**config.mk**
```make
export PLATFORM = sky130hd
export DESIGN_NAME = xirq_filter_ctrl
export DESIGN_NICKNAME = d
export VERILOG_FILES = /design/src/rtl/xirq_pkg.sv /design/src/rtl/xirq_tick.sv /design/src/rtl/xirq_chan.sv /design/src/rtl/xirq_regs.sv /design/src/rtl/xirq_filter_ctrl.sv
export SDC_FILE = /design/constraint.sdc
export NUM_CORES = 1
export LEC_CHECK = 0
export ABC_CLOCK_PERIOD_IN_PS = 3400
export BUFFER_PORTS_ARGS = -buffer_cell sky130_fd_sc_hd__buf_2
export CORE_MARGIN = 3
export CORE_UTILIZATION = 43
export CTS_CLUSTER_SIZE = 28
export DETAILED_ROUTE_END_ITERATION = 16
export RECOVER_POWER = 100
export SLEW_MARGIN = 5
export SYNTH_ARGS = -nofsm -noshare
export SYNTH_HDL_FRONTEND = slang
export SYNTH_SLANG_ARGS = --single-unit
export TNS_END_PERCENT = 50
```
**constraint.sdc**
```tcl
create_clock -name clk -period 3.4 [get_ports clk]
set_clock_uncertainty 0.05 [all_clocks]
set_input_delay 0.17 -clock clk [delete_from_list [all_inputs] [get_ports clk]]
set_output_delay 0.17 -clock clk [all_outputs]
set_load 0.005 [all_outputs]
```
**src/rtl/xirq_pkg.sv**
```systemverilog
package xirq_pkg;
  // register addresses
  localparam int A_RISE = 0;
  localparam int A_FALL = 1;
  localparam int A_REQ  = 2;
  localparam int A_FILT = 3;
  localparam int A_PRE  = 4;
  localparam int A_FLAG = 5;
  localparam int A_LIM0 = 8;

  // filter acceptance: a limit of zero behaves as one
  function automatic bit limit_met(int unsigned seen, int unsigned lim);
    return seen >= ((lim == 0) ? 1 : lim);
  endfunction

  // prescaler phase: wraps when it has reached the setting
  function automatic bit phase_done(int unsigned phase, int unsigned setting);
    return phase >= setting;
  endfunction
endpackage

```
**src/rtl/xirq_tick.sv**
```systemverilog
module xirq_tick #(
  parameter int PRE_W = 4
) (
  input  logic             clk,
  input  logic             rst_n,
  input  logic [PRE_W-1:0] presc,
  output logic             tick
);
  logic [PRE_W-1:0] phase;

  assign tick = xirq_pkg::phase_done(int'(phase), int'(presc));

  always_ff @(posedge clk) begin
    if (!rst_n) phase <= '0;
    else if (tick) phase <= '0;
    else phase <= phase + PRE_W'(1);
  end
endmodule

```
**src/rtl/xirq_chan.sv**
```systemverilog
module xirq_chan #(
  parameter int CNT_W = 4
) (
  input  logic             clk,
  input  logic             rst_n,
  input  logic             pin,
  input  logic             warm_done,
  input  logic             tick,
  input  logic             filt_en,
  input  logic [CNT_W-1:0] lim,
  output logic             level,
  output logic             rise,
  output logic             fall
);
  logic             s1, s2, prev;
  logic [CNT_W-1:0] run;
  logic [CNT_W:0]   run_nx;
  logic             differ;

  assign run_nx = {1'b0, run} + (CNT_W+1)'(1);
  assign differ = s2 ^ level;

  always_ff @(posedge clk) begin
    if (!rst_n) begin
      s1    <= 1'b0;
      s2    <= 1'b0;
      level <= 1'b0;
      prev  <= 1'b0;
      run   <= '0;
    end else begin
      s1   <= pin;
      s2   <= s1;
      prev <= level;
      if (!warm_done) begin
        // level and history follow the synchroniser: no edge from reset
        level <= s2;
        prev  <= s2;
        run   <= '0;
      end else if (!filt_en) begin
        level <= s2;
        run   <= '0;
      end else if (tick) begin
        if (!differ) run <= '0;
        else if (xirq_pkg::limit_met(int'(run_nx), int'(lim))) begin
          level <= s2;
          run   <= '0;
        end else begin
          run <= run_nx[CNT_W-1:0];
        end
      end
    end
  end

  assign rise = level & ~prev;
  assign fall = ~level & prev;
endmodule

```
**src/rtl/xirq_regs.sv**
```systemverilog
module xirq_regs #(
  parameter int NCH    = 14,
  parameter int CNT_W  = 4,
  parameter int PRE_W  = 4,
  parameter int ADDR_W = 5,
  parameter int DATA_W = 32
) (
  input  logic                      clk,
  input  logic                      rst_n,
  input  logic                      reg_wr,
  input  logic [ADDR_W-1:0]         reg_addr,
  input  logic [DATA_W-1:0]         reg_wdata,
  output logic [DATA_W-1:0]         reg_rdata,
  input  logic [NCH-1:0]            set_vec,
  output logic [NCH-1:0]            clr_vec,
  output logic [NCH-1:0]            flags,
  output logic [NCH-1:0]            rise_en,
  output logic [NCH-1:0]            fall_en,
  output logic [NCH-1:0]            ien,
  output logic [NCH-1:0]            fen,
  output logic [PRE_W-1:0]          presc,
  output logic [NCH-1:0][CNT_W-1:0] lim
);
  import xirq_pkg::*;

  logic unused_wdata;
  assign unused_wdata = ^reg_wdata[DATA_W-1:NCH];

  function automatic logic hit(logic [ADDR_W-1:0] a, int where);
    return a == ADDR_W'(where);
  endfunction

  assign clr_vec = (reg_wr && hit(reg_addr, A_FLAG)) ? reg_wdata[NCH-1:0] : '0;

  always_ff @(posedge clk) begin
    if (!rst_n) begin
      rise_en <= '0;
      fall_en <= '0;
      ien     <= '0;
      fen     <= '0;
      presc   <= '0;
      flags   <= '0;
      lim     <= '0;
    end else begin
      flags <= (flags & ~clr_vec) | set_vec;  // set wins over clear
      if (reg_wr) begin
        if (hit(reg_addr, A_RISE)) rise_en <= reg_wdata[NCH-1:0];
        if (hit(reg_addr, A_FALL)) fall_en <= reg_wdata[NCH-1:0];
        if (hit(reg_addr, A_REQ))  ien     <= reg_wdata[NCH-1:0];
        if (hit(reg_addr, A_FILT)) fen     <= reg_wdata[NCH-1:0];
        if (hit(reg_addr, A_PRE))  presc   <= reg_wdata[PRE_W-1:0];
        for (int i = 0; i < NCH; i++)
          if (hit(reg_addr, A_LIM0 + i)) lim[i] <= reg_wdata[CNT_W-1:0];
      end
    end
  end

  always_comb begin
    reg_rdata = '0;
    if (hit(reg_addr, A_RISE)) reg_rdata[NCH-1:0]   = rise_en;
    if (hit(reg_addr, A_FALL)) reg_rdata[NCH-1:0]   = fall_en;
    if (hit(reg_addr, A_REQ))  reg_rdata[NCH-1:0]   = ien;
    if (hit(reg_addr, A_FILT)) reg_rdata[NCH-1:0]   = fen;
    if (hit(reg_addr, A_PRE))  reg_rdata[PRE_W-1:0] = presc;
    if (hit(reg_addr, A_FLAG)) reg_rdata[NCH-1:0]   = flags;
    for (int i = 0; i < NCH; i++)
      if (hit(reg_addr, A_LIM0 + i)) reg_rdata[CNT_W-1:0] = lim[i];
  end
endmodule

```
**src/rtl/xirq_filter_ctrl.sv**
```systemverilog
module xirq_filter_ctrl #(
  parameter int NCH    = 14,
  parameter int GRP0   = 8,
  parameter int CNT_W  = 4,
  parameter int PRE_W  = 4,
  parameter int ADDR_W = 5,
  parameter int DATA_W = 32
) (
  input  logic              clk,
  input  logic              rst_n,
  input  logic [NCH-1:0]    ext_in,
  input  logic              reg_wr,
  input  logic [ADDR_W-1:0] reg_addr,
  input  logic [DATA_W-1:0] reg_wdata,
  output logic [DATA_W-1:0] reg_rdata,
  output logic [1:0]        irq_out
);
  localparam int WARM = 3;  // cycles for the synchroniser to fill

  logic [NCH-1:0]            set_vec, clr_vec, flags;
  logic [NCH-1:0]            rise_en, fall_en, ien, fen;
  logic [NCH-1:0]            rise_v, fall_v, level_v;
  logic [NCH-1:0]            pend;
  logic [PRE_W-1:0]          presc;
  logic [NCH-1:0][CNT_W-1:0] lim;
  logic                      tick;
  logic [1:0]                warm;
  logic                      warm_done;
  logic                      unused_level;

  assign warm_done = (warm == 2'(WARM));
  assign unused_level = ^level_v;

  always_ff @(posedge clk) begin
    if (!rst_n) warm <= '0;
    else if (!warm_done) warm <= warm + 2'd1;
  end

  xirq_regs #(
    .NCH(NCH), .CNT_W(CNT_W), .PRE_W(PRE_W), .ADDR_W(ADDR_W), .DATA_W(DATA_W)
  ) u_regs (
    .clk(clk), .rst_n(rst_n), .reg_wr(reg_wr), .reg_addr(reg_addr),
    .reg_wdata(reg_wdata), .reg_rdata(reg_rdata), .set_vec(set_vec),
    .clr_vec(clr_vec), .flags(flags), .rise_en(rise_en), .fall_en(fall_en),
    .ien(ien), .fen(fen), .presc(presc), .lim(lim)
  );

  xirq_tick #(.PRE_W(PRE_W)) u_tick (
    .clk(clk), .rst_n(rst_n), .presc(presc), .tick(tick)
  );

  for (genvar g = 0; g < NCH; g++) begin : g_ch
    xirq_chan #(.CNT_W(CNT_W)) u_ch (
      .clk(clk), .rst_n(rst_n), .pin(ext_in[g]), .warm_done(warm_done),
      .tick(tick), .filt_en(fen[g]), .lim(lim[g]), .level(level_v[g]),
      .rise(rise_v[g]), .fall(fall_v[g])
    );
  end

  assign set_vec = warm_done ? ((rise_v & rise_en) | (fall_v & fall_en)) : '0;
  assign pend    = flags & ien;
  assign irq_out = {|pend[NCH-1:GRP0], |pend[GRP0-1:0]};
endmodule

```
==> results of run 1 <==
-- what timing repair did --
action / in CTS / in global routing
hold buffers: 24 / 0
hold endpoints to repair: 64 / 0
resized for setup: 0 / 0
-- critical path: stages --
cell	delay, ns
buf_2	0.38
clkbuf_1	0.46
nand2_1	0.16
nor2_1	0.63
buf_4	0.32
a22oi_1	0.09
a31oi_1	0.30
clkbuf_1	0.15
-- kinds of logic (layout without fill, tap and decap cells) --
family | count (synthesis) | after routing | synth area share [%]
adders and majority gates | 76 | 76 | 7.12
xor gates and xnor gates | 46 | 46 | 3.01
AOI/OAI and AO/OA | 425 | 425 | 21.0
other | 1 | 20 | 0.0281
buffers and inverters | 167 | 201 | 5.93
muxes | 56 | 56 | 4.41
and+or+nand+nor | 601 | 601 | 21.3
DFF | 248 | 248 | 37.2
-- per-layer routing --
layer	global-route usage (%)	up-vias	share of wire (%)
met5	0	-	0
met4	5.79	0	2.7
met3	3.19	64	5.4
met2	36.8	292	46
met1	31.0	5423	46
li1	-	5678	-
-- cell type report --
class | instances | area share (%)
multi-input cells | 1222 | 51.2
repair buffers | 100 | 4.34
diodes | 2 | 0.0334
well taps | 390 | 3.26
inverters | 49 | 1.23
clock buffers | 41 | 5.82
clock inverters | 11 | 0.920
flip-flops and latches | 248 | 33.2
-- power by group through the flow --
stage	Sequential (mW)	Combinational [mW]	Clock, mW
2_1_floorplan	3.03	0.294	0
3_3_place_gp	3.05	0.404	0
3_5_place_dp	3.05	0.406	0
4_1_cts	2.98	0.428	3.31
5_1_grt	2.99	0.467	3.42
6_report	2.98	0.428	3.24
-- cells in the final DEF (no fill, tap or decap), types with 3 or more instances in the layout --
master / instances
clkbuf_1: 23
mux2_2: 3
o22ai_1: 6
nand2b_1: 19
mux2i_1: 51
buf_4: 13
dlygate4sd3_1: 24
nor3b_2: 3
a31o_2: 14
nor2_1: 36
and2_1: 19
nor3_1: 6
nand3b_1: 30
ha_1: 76
a21boi_0: 106
clkinv_2: 6
nand2_1: 316
and3_1: 5
nand3_1: 94
nor2b_1: 43
a22oi_1: 45
a221oi_1: 3
buf_2: 36
inv_1: 49
clkbuf_8: 10
clkbuf_16: 29
and2_0: 13
xor2_1: 29
o211a_1: 15
dfxtp_1: 248
bufinv_16: 3
xnor2_1: 17
clkbuf_4: 3
o21ai_0: 90
a211oi_1: 16
a21oi_1: 81
conb_1: 18
a31oi_1: 27
-- metrics by stage --
stage,hold WS [ns],power [mW],setup slack (ns),area [sq um],cells
after floorplan,0.247,3.33,1.40,13400,1637
after global placement,0.327,3.45,0.865,13800,1985
after detailed placement,0.330,3.45,0.851,13800,1985
after CTS,0.0464,6.72,0.826,15000,2061
after global routing,0.100,6.87,0.383,15000,2062
final,0.0941,6.65,0.491,15000,2063
-- path summary, 6_finish.rpt --
path	startpoint	to	slack, ns	depth (start not counted)
max	reg_addr[1]	reg_rdata[9]	0.49	8
min reg2reg	g_ch[11].u_ch.s1	g_ch[11].u_ch.s2	0.38	1
max reg2reg	u_tick.phase[0]	g_ch[3].u_ch.level	0.55	8
min	reg_wdata[3]	u_regs.lim[23]	0.09	3
-- flip-flops by register name (all words and copies together) (netlist names), 4 cells and up --
name,flops
u_regs.lim,56
g_ch.u_ch.s1,14
g_ch.u_ch.run,56
g_ch.u_ch.prev,14
u_regs.flags,14
u_regs.ien,14
u_regs.fall_en,14
u_regs.presc,4
g_ch.u_ch.level,14
u_regs.rise_en,14
u_tick.phase,4
g_ch.u_ch.s2,14
u_regs.fen,14
==> impl_metrics.json, run 1 <==
{
  "yosys_warnings": 0,
  "grt_max_degree": 205,
  "die_area_sq_um": 33200,
  "cp-start-kind": "input port",
  "vdd_ir_drop_max_v": 0.000397,
  "initial_core_util_pct": 44.4,
  "finalCritPeriodShare_pct": 85.5,
  "first_iter_violations": 1078,
  "p_int_mw": 5.10,
  "drt_wl_total_mm": 38.0,
  "regArea_sq_um": 4960,
  "die_height_um": 182,
  "final.min_clock_period_ns": 2.91,
  "crit_fanout": 22,
  "cap_viol_max_count": 1,
  "grt_first_pass_wirelength_mm": 60.6,
  "fmax_ghz": 0.344,
  "drive_above_1_share_pct": 8.26,
  "h-tree-depth": 1,
  "cellPowerDensity_nw_per_um2": 444,
  "synth_top_area_cell": "dfxtp_1",
  "hold_viol_final": 0,
  "synthTopCellsByCount": "nand2_1 (315), dfxtp_1 (248), a21boi_0 (103)",
  "dp_hpwl_mm": 26.2,
  "grtUsageTotal_pct": 22.4,
  "nNetsFinal": 1779,
  "finalSetupTns_ns": 0,
  "synthArstFlopShare_pct": 0,
  "cts_root_buffer": "clkbuf_16",
  "pwr-share-seq_pct": 44.9,
  "synth_ff_type": "dfxtp_1",
  "vias_per_cell": 5.55,
  "arrival_ns": 2.69,
  "cts_made_buffers": 28,
  "clkTransAtPathRegs_ns": 0.06,
  "grt_pass1_vias": 11000,
  "fp.dieW_um": 182,
  "violations": "max-capacitance violations, max-slew violations",
  "postRouteAntennaNets": 0,
  "ys_seq_area_share_pct": 37.2,
  "swShare_pct": 23.2,
  "p_clk_share_pct": 48.7,
  "synth.most_common_cell": "nand2_1",
  "ys_types": 65,
  "p_switching_mw": 1.54,
  "io_pins": 88,
  "status": "complete, but fails checks",
  "n_fill_cell": 2924,
  "avgSynthCellArea_sq_um": 8.25,
  "overflow": 0,
  "p_comb_share_pct": 6.4,
  "syn-instance-count": 1620,
  "setup_viol": 0,
  "synth_edf_count": 0,
  "drc": 0,
  "syn-cell-area_sq_um": 13400,
  "worstSetupEndpointType": "primary output",
  "antenna_found_initial": 2,
  "worst_slew_pin_slew_ns": 1.85,
  "hold_path_class": "input port to flip-flop",
  "post_cts_buffers": 0,
  "gp_congestion": 1.01,
  "tritoncts": "yes",
  "multi_input_area_sq_um": 7670,
  "crit_type": "input port to primary output",
  "syn2layout_area_growth_pct": 12.0,
  "synth_area_leaders": "dfxtp_1 (37%), nand2_1 (8.8%), ha_1 (7.1%)",
  "synth_top_area_share_pct": 37.2,
  "core-area_sq_um": 30100,
  "rsz0062_at_grt": "false",
  "cts_max_path_buffers": 3,
  "finalMaxSlewViolations": 205,
  "firstDrtPassIters": 5,
  "p_leak_nw": 5.39,
  "vias": 11500,
  "clkLatencyLatePin_ns": 0.55,
  "fp-row-count": 63,
  "wl_per_cell_um": 18.4,
  "required_ns": 3.18,
  "ys_ff_latch": 248,
  "utilization_pct": 49.7,
  "max_slew_margin_pct": -23.5,
  "cts_sinks": 248,
  "port_buffers": 51
}
Power figures use the tool's default switching activity.
==> run 2: changes to the inputs <==
--- a/config.mk
+++ b/config.mk
@@ -7,6 +7,7 @@
 export LEC_CHECK = 0
 export ABC_CLOCK_PERIOD_IN_PS = 3400
 export BUFFER_PORTS_ARGS = -buffer_cell sky130_fd_sc_hd__buf_2
+export CORE_ASPECT_RATIO = 1.2
 export CORE_MARGIN = 3
 export CORE_UTILIZATION = 43
 export CTS_CLUSTER_SIZE = 28
==> run 2 against run 1 <==
The run still ends with max-capacitance violations, max-slew violations left. Die area about the same. Via count up 0.86%. Routed wire length increased by 1.4%. Register-to-register slack better by 0.29 ns. Sequential share of layout area rose by 0.18 points. Cell area shrank 0.53%. Sequential power about the same. Setup slack gained 0.031 ns. Non-clock buffer count unchanged. Critical endpoint is now reg_rdata[7]. Highest routed layer unchanged.
==> impl_metrics.json, run 2 (synthesis results as in run 1) <==
{
  "status": "complete, but fails checks",
  "violations": "max-capacitance violations, max-slew violations",
  "grt_first_pass_wirelength_mm": 60.7,
  "dp_hpwl_mm": 27.1,
  "cts_root_buffer": "clkbuf_16",
  "first_iter_violations": 754,
  "hold_buffers": 24,
  "cts_resized": 0,
  "utilization_pct": 48.7,
  "crit_type": "input port to primary output",
  "cts_max_path_buffers": 3,
  "port_buffers": 51,
  "hold_viol_final": 0,
  "io_pins": 88,
  "firstDrtPassIters": 5,
  "pre_cts_slack_ns": 0.941,
  "regArea_sq_um": 4960,
  "overflow": 0,
  "worst_slew_pin_slew_ns": 1.84,
  "max_slew_margin_pct": -22.4,
  "antenna_cells": 0,
  "fp.dieW_um": 167,
  "worstSetupEndpointType": "primary output",
  "fin_ws_ns": 0.523,
  "finalPower_mw": 6.44,
  "required_ns": 3.18,
  "cts_sinks": 248,
  "syn2layout_area_growth_pct": 11.4,
  "grt_max_degree": 205,
  "drive_above_1_share_pct": 8.28,
  "setup_viol": 0,
  "clkTransAtPathRegs_ns": 0.06,
  "fp-row-count": 70,
  "largest_registers": "g_ch.u_ch.run: 56 flops, u_regs.lim: 56 flops",
  "gp_congestion": 0.959,
  "grt_pass1_vias": 11100,
  "vdd_ir_drop_max_v": 0.000396,
  "tritoncts": "yes",
  "arrival_ns": 2.66,
  "final.min_clock_period_ns": 2.88,
  "drc": 0,
  "fmax_ghz": 0.348,
  "crit_fanout": 31,
  "finalMaxSlewViolations": 205,
  "postRouteAntennaNets": 0,
  "fin_cells": 2062,
  "vias": 11600,
  "die_area_sq_um": 33200,
  "layout_common_cells": "nand2_1 (316), dfxtp_1 (248), a21boi_0 (106)",
  "die_height_um": 199,
  "post_cts_buffers": 0,
  "vias_per_cell": 5.60,
  "rsz0062_at_grt": "false",
  "stdcell_area_sq_um": 14900,
  "grtUsageTotal_pct": 22.5,
  "postPlaceCellArea_sq_um": 13800,
  "core-area_sq_um": 30600,
  "antenna_found_initial": 0,
  "h-tree-depth": 1,
  "mostFrequentLayoutCell": "nand2_1",
  "initial_core_util_pct": 43.7,
  "cp-start-kind": "input port",
  "cts_made_buffers": 27,
  "place_inst": 1991,
  "finalCritPeriodShare_pct": 84.6,
  "p_leak_nw": 5.36,
  "whs_ns": 0.118,
  "cap_viol_max_count": 1,
  "drt_wl_total_mm": 38.5,
  "wl_per_cell_um": 18.7,
  "multi_input_area_sq_um": 7660,
  "cellPowerDensity_nw_per_um2": 433,
  "finalSetupTns_ns": 0,
  "clkLatencyLatePin_ns": 0.53,
  "hold_path_class": "input port to flip-flop",
  "n_fill_cell": 2913,
  "nNetsFinal": 1778
}
## run 2: critical path, cell delays in order
cell and delay [ns]:
buf_2 0.52, nand2_1 0.18, nor2_1 0.83, buf_4 0.31, a22oi_1 0.08, a31oi_1 0.39
clkbuf_1 0.17
## run 2: path summary, 6_finish.rpt
| check | slack (ns) | depth (start not counted) | end | startpoint |
|---|---|---|---|---|
| worst max-delay path | 0.52 | 7 | reg_rdata[7] | reg_addr[0] |
| worst max register to register | 0.84 | 8 | u_tick.phase[2] | u_tick.phase[0] |
| worst min register to register | 0.38 | 1 | g_ch[8].u_ch.s2 | g_ch[8].u_ch.s1 |
| worst min-delay path | 0.12 | 3 | u_regs.lim[20] | reg_wdata[0] |
## run 2: where the power goes
part           switching (mW)  internal (mW)  leakage (nW)
clock                    1.20           1.83         0.440
sequential             0.0340           2.95          2.01
combinational           0.268          0.161          2.91
total                    1.50           4.94          5.36
## run 2: cell type report
class	instances	area share, %
inverter	49	1.24
clock inverter	8	0.824
clock buffer	39	5.31
multi-input combinational	1222	51.5
timing repair buffer	100	4.49
tap	396	3.33
sequential	248	33.3
## run 2: per-layer routing
layer	up-vias	GRT usage, %	routed length (um)
li1	5667	-	-
met1	5497	27.2	16000
met2	305	41.0	19200
met3	86	2.99	1750
met4	0	8.40	1510
met5	-	0	0
